==> config.mk <==
export PLATFORM = sky130hd
export DESIGN_NAME = trap_entry_ctrl
export DESIGN_NICKNAME = d
export VERILOG_FILES = /design/src/rtl/tec_pkg.sv /design/src/rtl/tec_irq_pick.sv /design/src/rtl/tec_vector.sv /design/src/rtl/tec_state.sv /design/src/rtl/trap_entry_ctrl.sv
export SDC_FILE = /design/constraint.sdc
export NUM_CORES = 1
export LEC_CHECK = 0
export ABC_AREA = 1
export BUFFER_PORTS_ARGS = -buffer_cell sky130_fd_sc_hd__buf_4
export CAP_MARGIN = 20
export CORE_MARGIN = 4
export CORE_UTILIZATION = 45
export CTS_BUF_LIST = sky130_fd_sc_hd__clkbuf_4
export CTS_CLUSTER_DIAMETER = 40
export DETAILED_ROUTE_END_ITERATION = 16
export PLACE_DENSITY = 0.71
export SLEW_MARGIN = 20
export SYNTH_ARGS = -nofsm -noshare
export SYNTH_HDL_FRONTEND = slang
export SYNTH_SLANG_ARGS = --single-unit
==> constraint.sdc <==
create_clock -name clk_i -period 3.3 [get_ports clk_i]
set_input_delay 0.33 -clock clk_i [delete_from_list [all_inputs] [get_ports clk_i]]
set_output_delay 0.33 -clock clk_i [all_outputs]
set_load 0.005 [all_outputs]
==> src/rtl/tec_pkg.sv <==
package tec_pkg;
  localparam int unsigned CAUSE_W = 6;

  localparam logic [CAUSE_W-1:0] CAUSE_IRQ       = 6'd0;
  localparam logic [CAUSE_W-1:0] CAUSE_IF_PAGE   = 6'd3;
  localparam logic [CAUSE_W-1:0] CAUSE_SYSCALL   = 6'd11;
  localparam logic [CAUSE_W-1:0] CAUSE_BOUND     = 6'd16;
  localparam logic [CAUSE_W-1:0] CAUSE_DBG_BKPT  = 6'd26;
  localparam logic [CAUSE_W-1:0] DBG_CODE_BKPT   = 6'hC;
  localparam int unsigned        DBG_ENTRY_OFS   = 'h480;
  localparam int unsigned        CFG_VS_LSB      = 16;

  typedef enum logic [2:0] {
    ENT_NONE, ENT_EXC, ENT_IRQ, ENT_REFILL, ENT_DBG_BKPT, ENT_DBG_IRQ
  } entry_e;

  typedef enum logic [2:0] {
    WSEL_MODE = 3'd0, WSEL_CFG = 3'd1, WSEL_BASE = 3'd2,
    WSEL_RBASE = 3'd3, WSEL_DBG = 3'd4
  } wsel_e;

  // causes 11..16 record the faulting PC as the bad address
  function automatic logic loads_badv(logic [CAUSE_W-1:0] c);
    return (c >= CAUSE_SYSCALL) && (c <= CAUSE_BOUND);
  endfunction
endpackage

==> src/rtl/tec_irq_pick.sv <==
module tec_irq_pick #(
  parameter int unsigned N  = 13,
  parameter int unsigned LW = (N > 1) ? $clog2(N) : 1
) (
  input  logic [N-1:0]  req_i,
  output logic          any_o,
  output logic [LW-1:0] line_o
);
  // later (higher) lines override lower ones
  always_comb begin
    any_o  = |req_i;
    line_o = '0;
    for (int i = 0; i < N; i++) begin
      if (req_i[i]) line_o = LW'(i);
    end
  end
endmodule

==> src/rtl/tec_vector.sv <==
module tec_vector #(
  parameter int unsigned AW     = 32,
  parameter int unsigned CODE_W = 8,
  parameter int unsigned VS_W   = 3
) (
  input  logic [AW-1:0]     base_i,
  input  logic [CODE_W-1:0] code_i,
  input  logic [VS_W-1:0]   vs_i,
  output logic [AW-1:0]     target_o
);
  logic [VS_W:0] sh;
  assign sh       = {1'b0, vs_i} + (VS_W+1)'(2);
  assign target_o = (vs_i == '0) ? base_i : base_i + (AW'(code_i) << sh);
endmodule

==> src/rtl/tec_state.sv <==
module tec_state
  import tec_pkg::*;
#(
  parameter int unsigned AW      = 32,
  parameter int unsigned IW      = 32,
  parameter int unsigned NUM_IRQ = 13,
  parameter int unsigned VS_W    = 3
) (
  input  logic                clk_i,
  input  logic                rst_ni,
  input  entry_e              kind_i,
  input  logic [CAUSE_W-1:0]  cause_i,
  input  logic [AW-1:0]       ent_pc_i,
  input  logic [IW-1:0]       insn_i,
  input  logic                badv_en_i,
  input  logic                badi_en_i,
  input  logic                wr_en_i,
  input  logic [2:0]          wr_sel_i,
  input  logic [AW-1:0]       wr_data_i,
  output logic [1:0]          plv_o,
  output logic                ie_o,
  output logic                da_o,
  output logic                pg_o,
  output logic [VS_W-1:0]     vs_o,
  output logic [NUM_IRQ-1:0]  lie_o,
  output logic [AW-1:0]       base_o,
  output logic [AW-1:0]       rbase_o,
  output logic [1:0]          sv_plv_o,
  output logic                sv_ie_o,
  output logic [1:0]          rf_sv_plv_o,
  output logic                rf_sv_ie_o,
  output logic [CAUSE_W-1:0]  ecode_o,
  output logic [AW-1:0]       epc_o,
  output logic [AW-3:0]       rf_epc_o,
  output logic [AW-1:0]       badv_o,
  output logic [IW-1:0]       badi_o,
  output logic                dbg_mode_o,
  output logic                dbg_bkpt_o,
  output logic                dbg_irq_o,
  output logic [CAUSE_W-1:0]  dbg_ecode_o,
  output logic [AW-1:0]       depc_o
);
  always_ff @(posedge clk_i or negedge rst_ni) begin
    if (!rst_ni) begin
      plv_o <= '0; ie_o <= 1'b0; da_o <= 1'b1; pg_o <= 1'b0;
      vs_o <= '0; lie_o <= '0; base_o <= '0; rbase_o <= '0;
      sv_plv_o <= '0; sv_ie_o <= 1'b0; rf_sv_plv_o <= '0; rf_sv_ie_o <= 1'b0;
      ecode_o <= '0; epc_o <= '0; rf_epc_o <= '0; badv_o <= '0; badi_o <= '0;
      dbg_mode_o <= 1'b0; dbg_bkpt_o <= 1'b0; dbg_irq_o <= 1'b0;
      dbg_ecode_o <= '0; depc_o <= '0;
    end else begin
      unique case (kind_i)
        ENT_EXC, ENT_IRQ: begin
          sv_plv_o <= plv_o;
          sv_ie_o  <= ie_o;
          plv_o    <= '0;
          ie_o     <= 1'b0;
          ecode_o  <= cause_i;
          epc_o    <= ent_pc_i;
        end
        ENT_REFILL: begin
          rf_sv_plv_o <= plv_o;
          rf_sv_ie_o  <= ie_o;
          plv_o       <= '0;
          ie_o        <= 1'b0;
          da_o        <= 1'b1;
          pg_o        <= 1'b0;
          rf_epc_o    <= ent_pc_i[AW-1:2];
        end
        ENT_DBG_BKPT: begin
          dbg_bkpt_o  <= 1'b1;
          dbg_ecode_o <= DBG_CODE_BKPT;
          depc_o      <= ent_pc_i;
          dbg_mode_o  <= 1'b1;
        end
        ENT_DBG_IRQ: begin
          dbg_irq_o  <= 1'b1;
          depc_o     <= ent_pc_i;
          dbg_mode_o <= 1'b1;
        end
        default: begin
          if (wr_en_i) begin
            unique case (wsel_e'(wr_sel_i))
              WSEL_MODE: begin
                plv_o <= wr_data_i[1:0];
                ie_o  <= wr_data_i[2];
                da_o  <= wr_data_i[3];
                pg_o  <= wr_data_i[4];
              end
              WSEL_CFG: begin
                lie_o <= wr_data_i[NUM_IRQ-1:0];
                vs_o  <= wr_data_i[CFG_VS_LSB +: VS_W];
              end
              WSEL_BASE:  base_o  <= wr_data_i;
              WSEL_RBASE: rbase_o <= wr_data_i;
              WSEL_DBG: begin
                dbg_mode_o <= wr_data_i[0];
                dbg_bkpt_o <= wr_data_i[1];
                dbg_irq_o  <= wr_data_i[2];
              end
              default: ;
            endcase
          end
        end
      endcase
      if (badv_en_i) badv_o <= ent_pc_i;
      if (badi_en_i) badi_o <= insn_i;
    end
  end
endmodule

==> src/rtl/trap_entry_ctrl.sv <==
module trap_entry_ctrl
  import tec_pkg::*;
#(
  parameter int unsigned   AW       = 32,
  parameter int unsigned   IW       = 32,
  parameter int unsigned   NUM_IRQ  = 13,
  parameter int unsigned   INT_BASE = 64,
  parameter int unsigned   VS_W     = 3,
  parameter logic [AW-1:0] RESET_PC = 32'h1C00_0000
) (
  input  logic                clk_i,
  input  logic                rst_ni,
  input  logic                trap_valid_i,
  input  logic [5:0]          trap_cause_i,
  input  logic [AW-1:0]       trap_pc_i,
  input  logic [IW-1:0]       trap_insn_i,
  input  logic                trap_refill_i,
  input  logic [AW-1:0]       cur_pc_i,
  input  logic [NUM_IRQ-1:0]  irq_lines_i,
  input  logic                wr_en_i,
  input  logic [2:0]          wr_sel_i,
  input  logic [AW-1:0]       wr_data_i,
  output logic                redirect_o,
  output logic [AW-1:0]       new_pc_o,
  output logic [1:0]          plv_o,
  output logic                ie_o,
  output logic                da_o,
  output logic                pg_o,
  output logic [1:0]          sv_plv_o,
  output logic                sv_ie_o,
  output logic [1:0]          rf_sv_plv_o,
  output logic                rf_sv_ie_o,
  output logic [5:0]          ecode_o,
  output logic [AW-1:0]       epc_o,
  output logic [AW-3:0]       rf_epc_o,
  output logic [AW-1:0]       badv_o,
  output logic [IW-1:0]       badi_o,
  output logic                dbg_mode_o,
  output logic                dbg_bkpt_o,
  output logic                dbg_irq_o,
  output logic [5:0]          dbg_ecode_o,
  output logic [AW-1:0]       depc_o
);
  localparam int unsigned LW     = (NUM_IRQ > 1) ? $clog2(NUM_IRQ) : 1;
  localparam int unsigned CODE_W = $clog2(INT_BASE + NUM_IRQ + (1 << CAUSE_W));

  logic [VS_W-1:0]    vs;
  logic [NUM_IRQ-1:0] lie;
  logic [AW-1:0]      base, rbase, vec_pc, next_pc, ent_pc;
  logic               irq_any;
  logic [LW-1:0]      irq_line;
  logic [CODE_W-1:0]  code;
  logic [CAUSE_W-1:0] st_cause;
  entry_e             kind;

  tec_irq_pick #(.N(NUM_IRQ), .LW(LW)) u_pick (
    .req_i (irq_lines_i & lie),
    .any_o (irq_any),
    .line_o(irq_line)
  );

  always_comb begin
    kind = ENT_NONE;
    if (trap_valid_i) begin
      if (trap_cause_i == CAUSE_DBG_BKPT) kind = ENT_DBG_BKPT;
      else if (trap_refill_i)             kind = ENT_REFILL;
      else                                kind = ENT_EXC;
    end else if (irq_any && ie_o) begin
      if (!dbg_mode_o)     kind = ENT_IRQ;
      else if (!dbg_irq_o) kind = ENT_DBG_IRQ;
    end
  end

  assign code = (kind == ENT_IRQ) ? CODE_W'(INT_BASE) + CODE_W'(irq_line)
                                  : CODE_W'(trap_cause_i);

  tec_vector #(.AW(AW), .CODE_W(CODE_W), .VS_W(VS_W)) u_vec (
    .base_i  (base),
    .code_i  (code),
    .vs_i    (vs),
    .target_o(vec_pc)
  );

  always_comb begin
    unique case (kind)
      ENT_EXC, ENT_IRQ:          next_pc = vec_pc;
      ENT_REFILL:                next_pc = rbase;
      ENT_DBG_BKPT, ENT_DBG_IRQ: next_pc = base + AW'(DBG_ENTRY_OFS);
      default:                   next_pc = new_pc_o;
    endcase
  end

  assign ent_pc   = trap_valid_i ? trap_pc_i : cur_pc_i;
  assign st_cause = trap_valid_i ? trap_cause_i : CAUSE_IRQ;

  tec_state #(.AW(AW), .IW(IW), .NUM_IRQ(NUM_IRQ), .VS_W(VS_W)) u_state (
    .clk_i, .rst_ni,
    .kind_i     (kind),
    .cause_i    (st_cause),
    .ent_pc_i   (ent_pc),
    .insn_i     (trap_insn_i),
    .badv_en_i  (trap_valid_i && loads_badv(trap_cause_i)),
    .badi_en_i  (trap_valid_i && (trap_cause_i != CAUSE_IF_PAGE)),
    .wr_en_i, .wr_sel_i, .wr_data_i,
    .plv_o, .ie_o, .da_o, .pg_o,
    .vs_o       (vs),
    .lie_o      (lie),
    .base_o     (base),
    .rbase_o    (rbase),
    .sv_plv_o, .sv_ie_o, .rf_sv_plv_o, .rf_sv_ie_o,
    .ecode_o, .epc_o, .rf_epc_o, .badv_o, .badi_o,
    .dbg_mode_o, .dbg_bkpt_o, .dbg_irq_o, .dbg_ecode_o, .depc_o
  );

  always_ff @(posedge clk_i or negedge rst_ni) begin
    if (!rst_ni) begin
      redirect_o <= 1'b0;
      new_pc_o   <= RESET_PC;
    end else begin
      redirect_o <= (kind != ENT_NONE);
      new_pc_o   <= next_pc;
    end
  end
endmodule

After elaboration in Yosys (flattened, before gate mapping)
Cells that the tools add are included.
{"block": "totals", "reg_bits": 292, "latchBits": 0, "mem_bits_rw": 0, "rom_bits": 0, "input_bits": 155, "output_inout_bits": 217, "wordCells": 127, "mem_count": 0}
{"block": "op_classes", "add_sub_neg": 4, "mul": 0, "div": 0, "n_lt_le_gt_ge": 2, "n_eq_ne": 11, "shift": 1, "mux": 44, "bitwise": 7, "reduce_logical": 34}
{"operator": "32-bit one-hot mux with 3 select lines", "n": 1}
{"operator": "32-bit 2-to-1 mux", "n": 2}
{"operator": "32-bit by 11-bit adder with 32-bit output, second input constant", "n": 1}
{"operator": "32-bit adder", "n": 1}
{"operator": "8-bit by 4-bit left shift with 32-bit output", "n": 1}
{"operator": "3-bit 2-to-1 mux", "n": 9}
{"operator": "3-bit AND reduction", "n": 8}
{"operator": "4-bit 2-to-1 mux", "n": 5}
{"operator": "2-bit nonzero test", "n": 10}
{"operator": "13-bit AND", "n": 1}
{"operator": "1-bit 2-to-1 mux", "n": 13}
{"operator": "13-bit OR reduction", "n": 1}
{"operator": "3-bit by 2-bit equality test with 1-bit output, second input constant", "n": 4}
{"operator": "1-bit one-hot mux with 2 select lines", "n": 6}
{"operator": "4-bit OR reduction", "n": 3}
{"operator": "2-bit 2-to-1 mux", "n": 5}
{"operator": "3-bit equality test, second input constant", "n": 3}
{"operator": "7-bit by 4-bit adder with 8-bit output, first input constant", "n": 1}
{"operator": "8-bit 2-to-1 mux", "n": 1}
{"operator": "3-bit by 1-bit equality test with 1-bit output, second input constant", "n": 2}
{"operator": "6-bit by 5-bit equality test with 1-bit output, second input constant", "n": 1}
{"operator": "6-bit by 4-bit >= comparator with 1-bit output, second input constant", "n": 1}
{"operator": "6-bit by 5-bit <= comparator with 1-bit output, second input constant", "n": 1}
{"operator": "3-bit logical NOT", "n": 2}
{"operator": "10 further kinds", "n": 20}

Depth between registers and ports, before layout
{"block": "depth", "word_depth": 19, "mapped_depth": 33}

Cells and area by module
A second synthesis with hierarchy kept.
{"block": "unflattened", "cells_unflattened": 2281, "hier_area_um2": 16457.0}
{"module": "tec_state", "instances": 1, "cells_each": 985, "area_each_um2": 9893.2, "seq_area_each_um2": 6482.5}
{"module": "trap_entry_ctrl", "instances": 1, "cells_each": 632, "area_each_um2": 3387.0, "seq_area_each_um2": 829.5}
{"module": "tec_vector", "instances": 1, "cells_each": 631, "area_each_um2": 3031.7, "seq_area_each_um2": 0.0}
{"module": "tec_irq_pick", "instances": 1, "cells_each": 33, "area_each_um2": 145.1, "seq_area_each_um2": 0.0}

Worst setup path before layout
Ideal clock, no wire load.
{"block": "synth_path", "kind": "register -> register", "startpoint": "reg u_state.lie_o[8]", "endpoint": "reg new_pc_o[20]", "setup_ns": 0.116, "arrival_ns": 3.168, "t_required_ns": 3.184, "slack_ns": 0.016, "stages_incl_launch_ff": 32, "path_buffers": 1, "synth_period_minus_slack_ns": 3.284, "path_cell_list": "dfrtp_1 nand2_1 nand2_1 inv_2 nand2_2 nor2_2 nand3_1 nand2_2 inv_2 nand2_2 buf_4 nor2_1 nand2_1 nand2_1 nand3_1 nor3_1 ha_1 fa_1 nand3_1 nand2_1 a21oi_1 o21bai_1 nand2_1 nand3_1 nand2_1 nand2_1 nand2_1 nand3_1 nand2_1 nand2_1 nand2_1 nand2_1"}
{"block": "synth_via", "elab_chain_len": 12, "word_cells_on_any_way": 24}
{"item": "from (decl)", "line": "tec_state.sv:25", "text": "output logic [NUM_IRQ-1:0] lie_o,"}
{"item": "from (signal assigned)", "line": "tec_state.sv:91", "text": "lie_o <= wr_data_i[NUM_IRQ-1:0];"}
{"item": "13-bit AND *", "line": "trap_entry_ctrl.sv:57", "text": ".req_i (irq_lines_i & lie),"}
{"item": "4-bit 2-to-1 mux (5 in a row)", "line": "tec_irq_pick.sv:14", "text": "if (req_i[i]) line_o = LW'(i);"}
{"item": "7-bit by 4-bit adder with 8-bit output", "line": "trap_entry_ctrl.sv:74", "text": "assign code = (kind == ENT_IRQ) ? CODE_W'(INT_BASE) + CODE_W'(irq_line)"}
{"item": "8-bit 2-to-1 mux", "line": "trap_entry_ctrl.sv:74"}
{"item": "8-bit by 4-bit left shift with 32-bit output", "line": "tec_vector.sv:13", "text": "assign target_o = (vs_i == '0) ? base_i : base_i + (AW'(code_i) << sh);"}
{"item": "32-bit adder", "line": "tec_vector.sv:13"}
{"item": "32-bit 2-to-1 mux", "line": "tec_vector.sv:13"}
{"item": "32-bit one-hot mux with 3 select lines", "line": "trap_entry_ctrl.sv:85", "text": "unique case (kind)"}
{"item": "to (signal assigned)", "line": "trap_entry_ctrl.sv:121", "text": "new_pc_o <= next_pc;"}
{"item": "to (decl)", "line": "trap_entry_ctrl.sv:24", "text": "output logic [AW-1:0] new_pc_o,"}
Every way passes the cells marked *; elsewhere a longest branch is shown, timed or not.
A chain may end at the register's enable or synchronous reset.

Worst setup path in the final report
{"block": "layout_path", "startpoint": "reg u_state.lie_o[10]", "endpoint": "reg new_pc_o[13]"}
{"block": "layout_via", "elab_chain_len": 11, "word_cells_on_any_way": 22}
{"item": "13-bit AND *", "line": "trap_entry_ctrl.sv:57"}
{"item": "parallel branches: the longest is 10 deep, another holds 32-bit adder"}
Mark *: on every way between the ends.

==> impl_metrics.ini <==
[grt]
gr-usage-all-layers_pct = 30.5
grt_first_pass_wirelength_um = 88500
grt_pass1_vias = 16560
overflow = 0
grt_max_degree = 89
antenna_found_initial = 3

[worst_setup_path]
cpMostUsedCell = nand2_2
rr_endpoint = new_pc_o[13]
ff2ff_path_depth = 28
crit_slowest_cell = dfrtp_1
crit_type = flip-flop to flip-flop
cp.required_ns = 3.95
cpPeakStageDelay_ns = 0.39
r2r_start = u_state.lie_o[10]
crit_arrival_ns = 4.09
reg2reg_slack_ns = -0.15
startpoint_type = flip-flop
path_max_fanout = 5
crit_start = u_state.lie_o[10]
cp-endpoint = new_pc_o[13]
end_kind = flip-flop

[timing]
fin_crit_sh_pct = 104
setup_ws_ns = -0.146
min_period_ns = 3.45
rsz0062_at_grt = true
finClkSkew_ns = 0.0361
tightestPinTransition_ns = 0.989
fmax_mhz = 290
final-hold-violation-count = 0
finalMaxSlewViolations = 0
setup_viol = 24
relSlewSlack_pct = 34.0

[layout]
drive_above_1_share_pct = 35.1
mostFrequentLayoutCells = nand2_1, buf_4, dfrtp_1
final_common_cell = nand2_1
area_delta_synth_final_pct = 49.4
fin_util_pct = 68.7
nets = 2693

[min_path]
hold_path_class = primary input to flip-flop
min_path_cells = 5

[clock_tree]
cts_htree_levels = 3
cts_sinks = 292
clockBufferDepth = 3
cts_tree = built
clkTransAtPathRegs_ns = 0.07
root_buffer = clkbuf_4
cts_buffers = 83
worstSkewPairLatency_ns = 0.76

[power_and_ir_drop]
sw_frac_of_total_pct = 36.3
p_clk_share_pct = 25.0
peakVddDrop_mv = 0.325
power_density_mw_per_mm2 = 603
internal-power_mw = 8.65
share_comb_of_total_power_pct = 38.0
seqPwrFrac_pct = 36.9
p_switching_mw = 4.92
leakage_nw = 11.2

[placement]
dp_slack_ns = -0.457
gp_congestion = 0.929
hpwl_um = 37700
portBuffers = 367

[synthesis]
synth-main-ff-cell = dfrtp_1
ys_ff_latch = 292
synth_area_leaders = dfrtp_1, nand2_1, nor2_1
yosysTopAreaCell = dfrtp_1
ys_warn_count = 0
postSynthCellCount = 1856
synth-seq-area-share_pct = 48.5
synth_cell_types = 50
synth_area_sq_mm = 0.0151
async_flop_share_pct = 100
synth_edf_count = 0
syn_area_per_cell_sq_um = 8.12
synth.top_cell.area_share_pct = 47.8

[drt]
viasPerCell = 5.36
drtIter0Drc = 1425
wirelength_um = 57400
routedWlPerCell_um = 19.0
num_vias = 16233
drc = 0
firstDrtPassIters = 5
ant_nets = 0

[die]
die_h_um = 191
start_util_pct = 45.9
die_area_sq_mm = 0.0365
ios = 372
die_x_um = 191
row_count = 66
coreArea_sq_mm = 0.0328

[run]
cap_violations = 0

[run_status]
outcome = complete, but fails checks
violations = negative setup slack
metal layers:
| metal | wire length, um | GRT usage (%) | part of all wire [%] |
|---|---|---|---|
| met4 | 3140 | 15.1 | 5.5 |
| met5 | 0 | 0 | 0 |
| met1 | 23300 | 39.5 | 41 |
| met3 | 4370 | 6.56 | 7.6 |
| met2 | 26600 | 48.7 | 46 |
state kept, by name, indices dropped and copies added (netlist names), 3 cells and up:
register and flops:
u_state.vs_o 3, u_state.epc_o 32, u_state.base_o 32, new_pc_o 32
u_state.depc_o 32, u_state.badi_o 32, u_state.lie_o 13, u_state.badv_o 32
u_state.rbase_o 32, u_state.rf_epc_o 30, u_state.ecode_o 6
power groups by stage:
stage	clock (mW)	combinational (mW)	sequential [mW]
3_5_place_dp	0	4.24	5.01
5_1_grt	3.67	5.62	5.09
3_3_place_gp	0	4.15	4.99
6_report	3.40	5.16	5.01
2_1_floorplan	0	2.07	4.87
4_1_cts	3.44	4.80	4.97
critical path, delay by kind of cell (launching register included):
| kind | cells | cell delay [ns] |
|---|---|---|
| and+or+nand+nor | 18 | 1.60 |
| AOI/OAI and AO/OA | 5 | 0.73 |
| DFF | 1 | 0.39 |
| buffers and inverters | 4 | 0.33 |
| adders and majority gates | 1 | 0.29 |
per-stage QoR:
stage	cells	area, sq um	power (mW)	setup TNS, ns	hold WS, ns
floorplan	1859	15100	6.94	0	0.0344
global placement	2684	18800	9.14	-6.73	0.373
finish	3026	22500	13.6	-1.42	0.102
CTS	3011	22000	13.2	-0.269	0.0157
global route	3022	22500	14.4	-9.09	0.0338
detailed placement	2684	18800	9.25	-8.87	0.377
Yosys cell counts, types with 3 or more instances:
master and number:
dfrtp_1 288, o21ai_0 54, mux2_2 51, nor3_1 21, dfstp_2 4, nand3b_1 4, nand3_1 88, nor2_1 170
buf_6 6, inv_1 116, buf_1 4, buf_2 35, o211ai_1 4, o31ai_1 6, a21o_1 3, o21ai_1 75
a21oi_1 52, nor4_1 5, a22oi_1 3, xor2_1 19, clkbuf_1 28, nand2_2 4, xnor2_1 4, ha_1 24
nor2_2 5, a31oi_1 82, o22ai_1 3, nand4_1 10, or2_2 8, nand2_4 3, inv_2 13, nand2_1 606
buf_4 17, o21ai_2 25
timing repair:
item / in CTS / in global routing
setup buffers: 8 / 7
gates resized for setup: 108 / 110
endpoints found under the hold margin: 331 / 0
endpoints found under the setup margin: 27 / 30
pin swaps: 51 / 55
hold buffers: 170 / 0
gates cloned: 1 / 0
how the worst min path moves through the flow:
stage / from / endpoint
global route: wr_sel_i[2] / u_state.dbg_irq_o
global placement: rst_ni / redirect_o
detailed placement: rst_ni / redirect_o
finish: wr_sel_i[2] / u_state.rbase_o[0]
floorplan: rst_ni / new_pc_o[0]
CTS: wr_sel_i[2] / u_state.dbg_irq_o
kinds of logic after synthesis:
group / after synthesis / synth area share, %
and+or+nand+nor: 932 / 25.5
AOI/OAI and AO/OA: 313 / 12.2
DFF: 292 / 48.5
buffers and inverters: 219 / 6.47
muxes: 51 / 3.81
adders and majority gates: 25 / 2.13
xor gates and xnor gates: 23 / 1.34
other: 1 / 0.0249
area by class of cell:
cell class | count | area, sq um
Fill cell | 2534 | 10300
Multi-Input combinational cell | 1349 | 7610
Sequential cell | 292 | 7310
Timing Repair Buffer | 658 | 5470
Clock buffer | 119 | 893
Tap cell | 442 | 553
Inverter | 129 | 492
Clock inverter | 29 | 160
Antenna cell | 8 | 20.0
No activity file was read; power rests on OpenSTA's default activity.
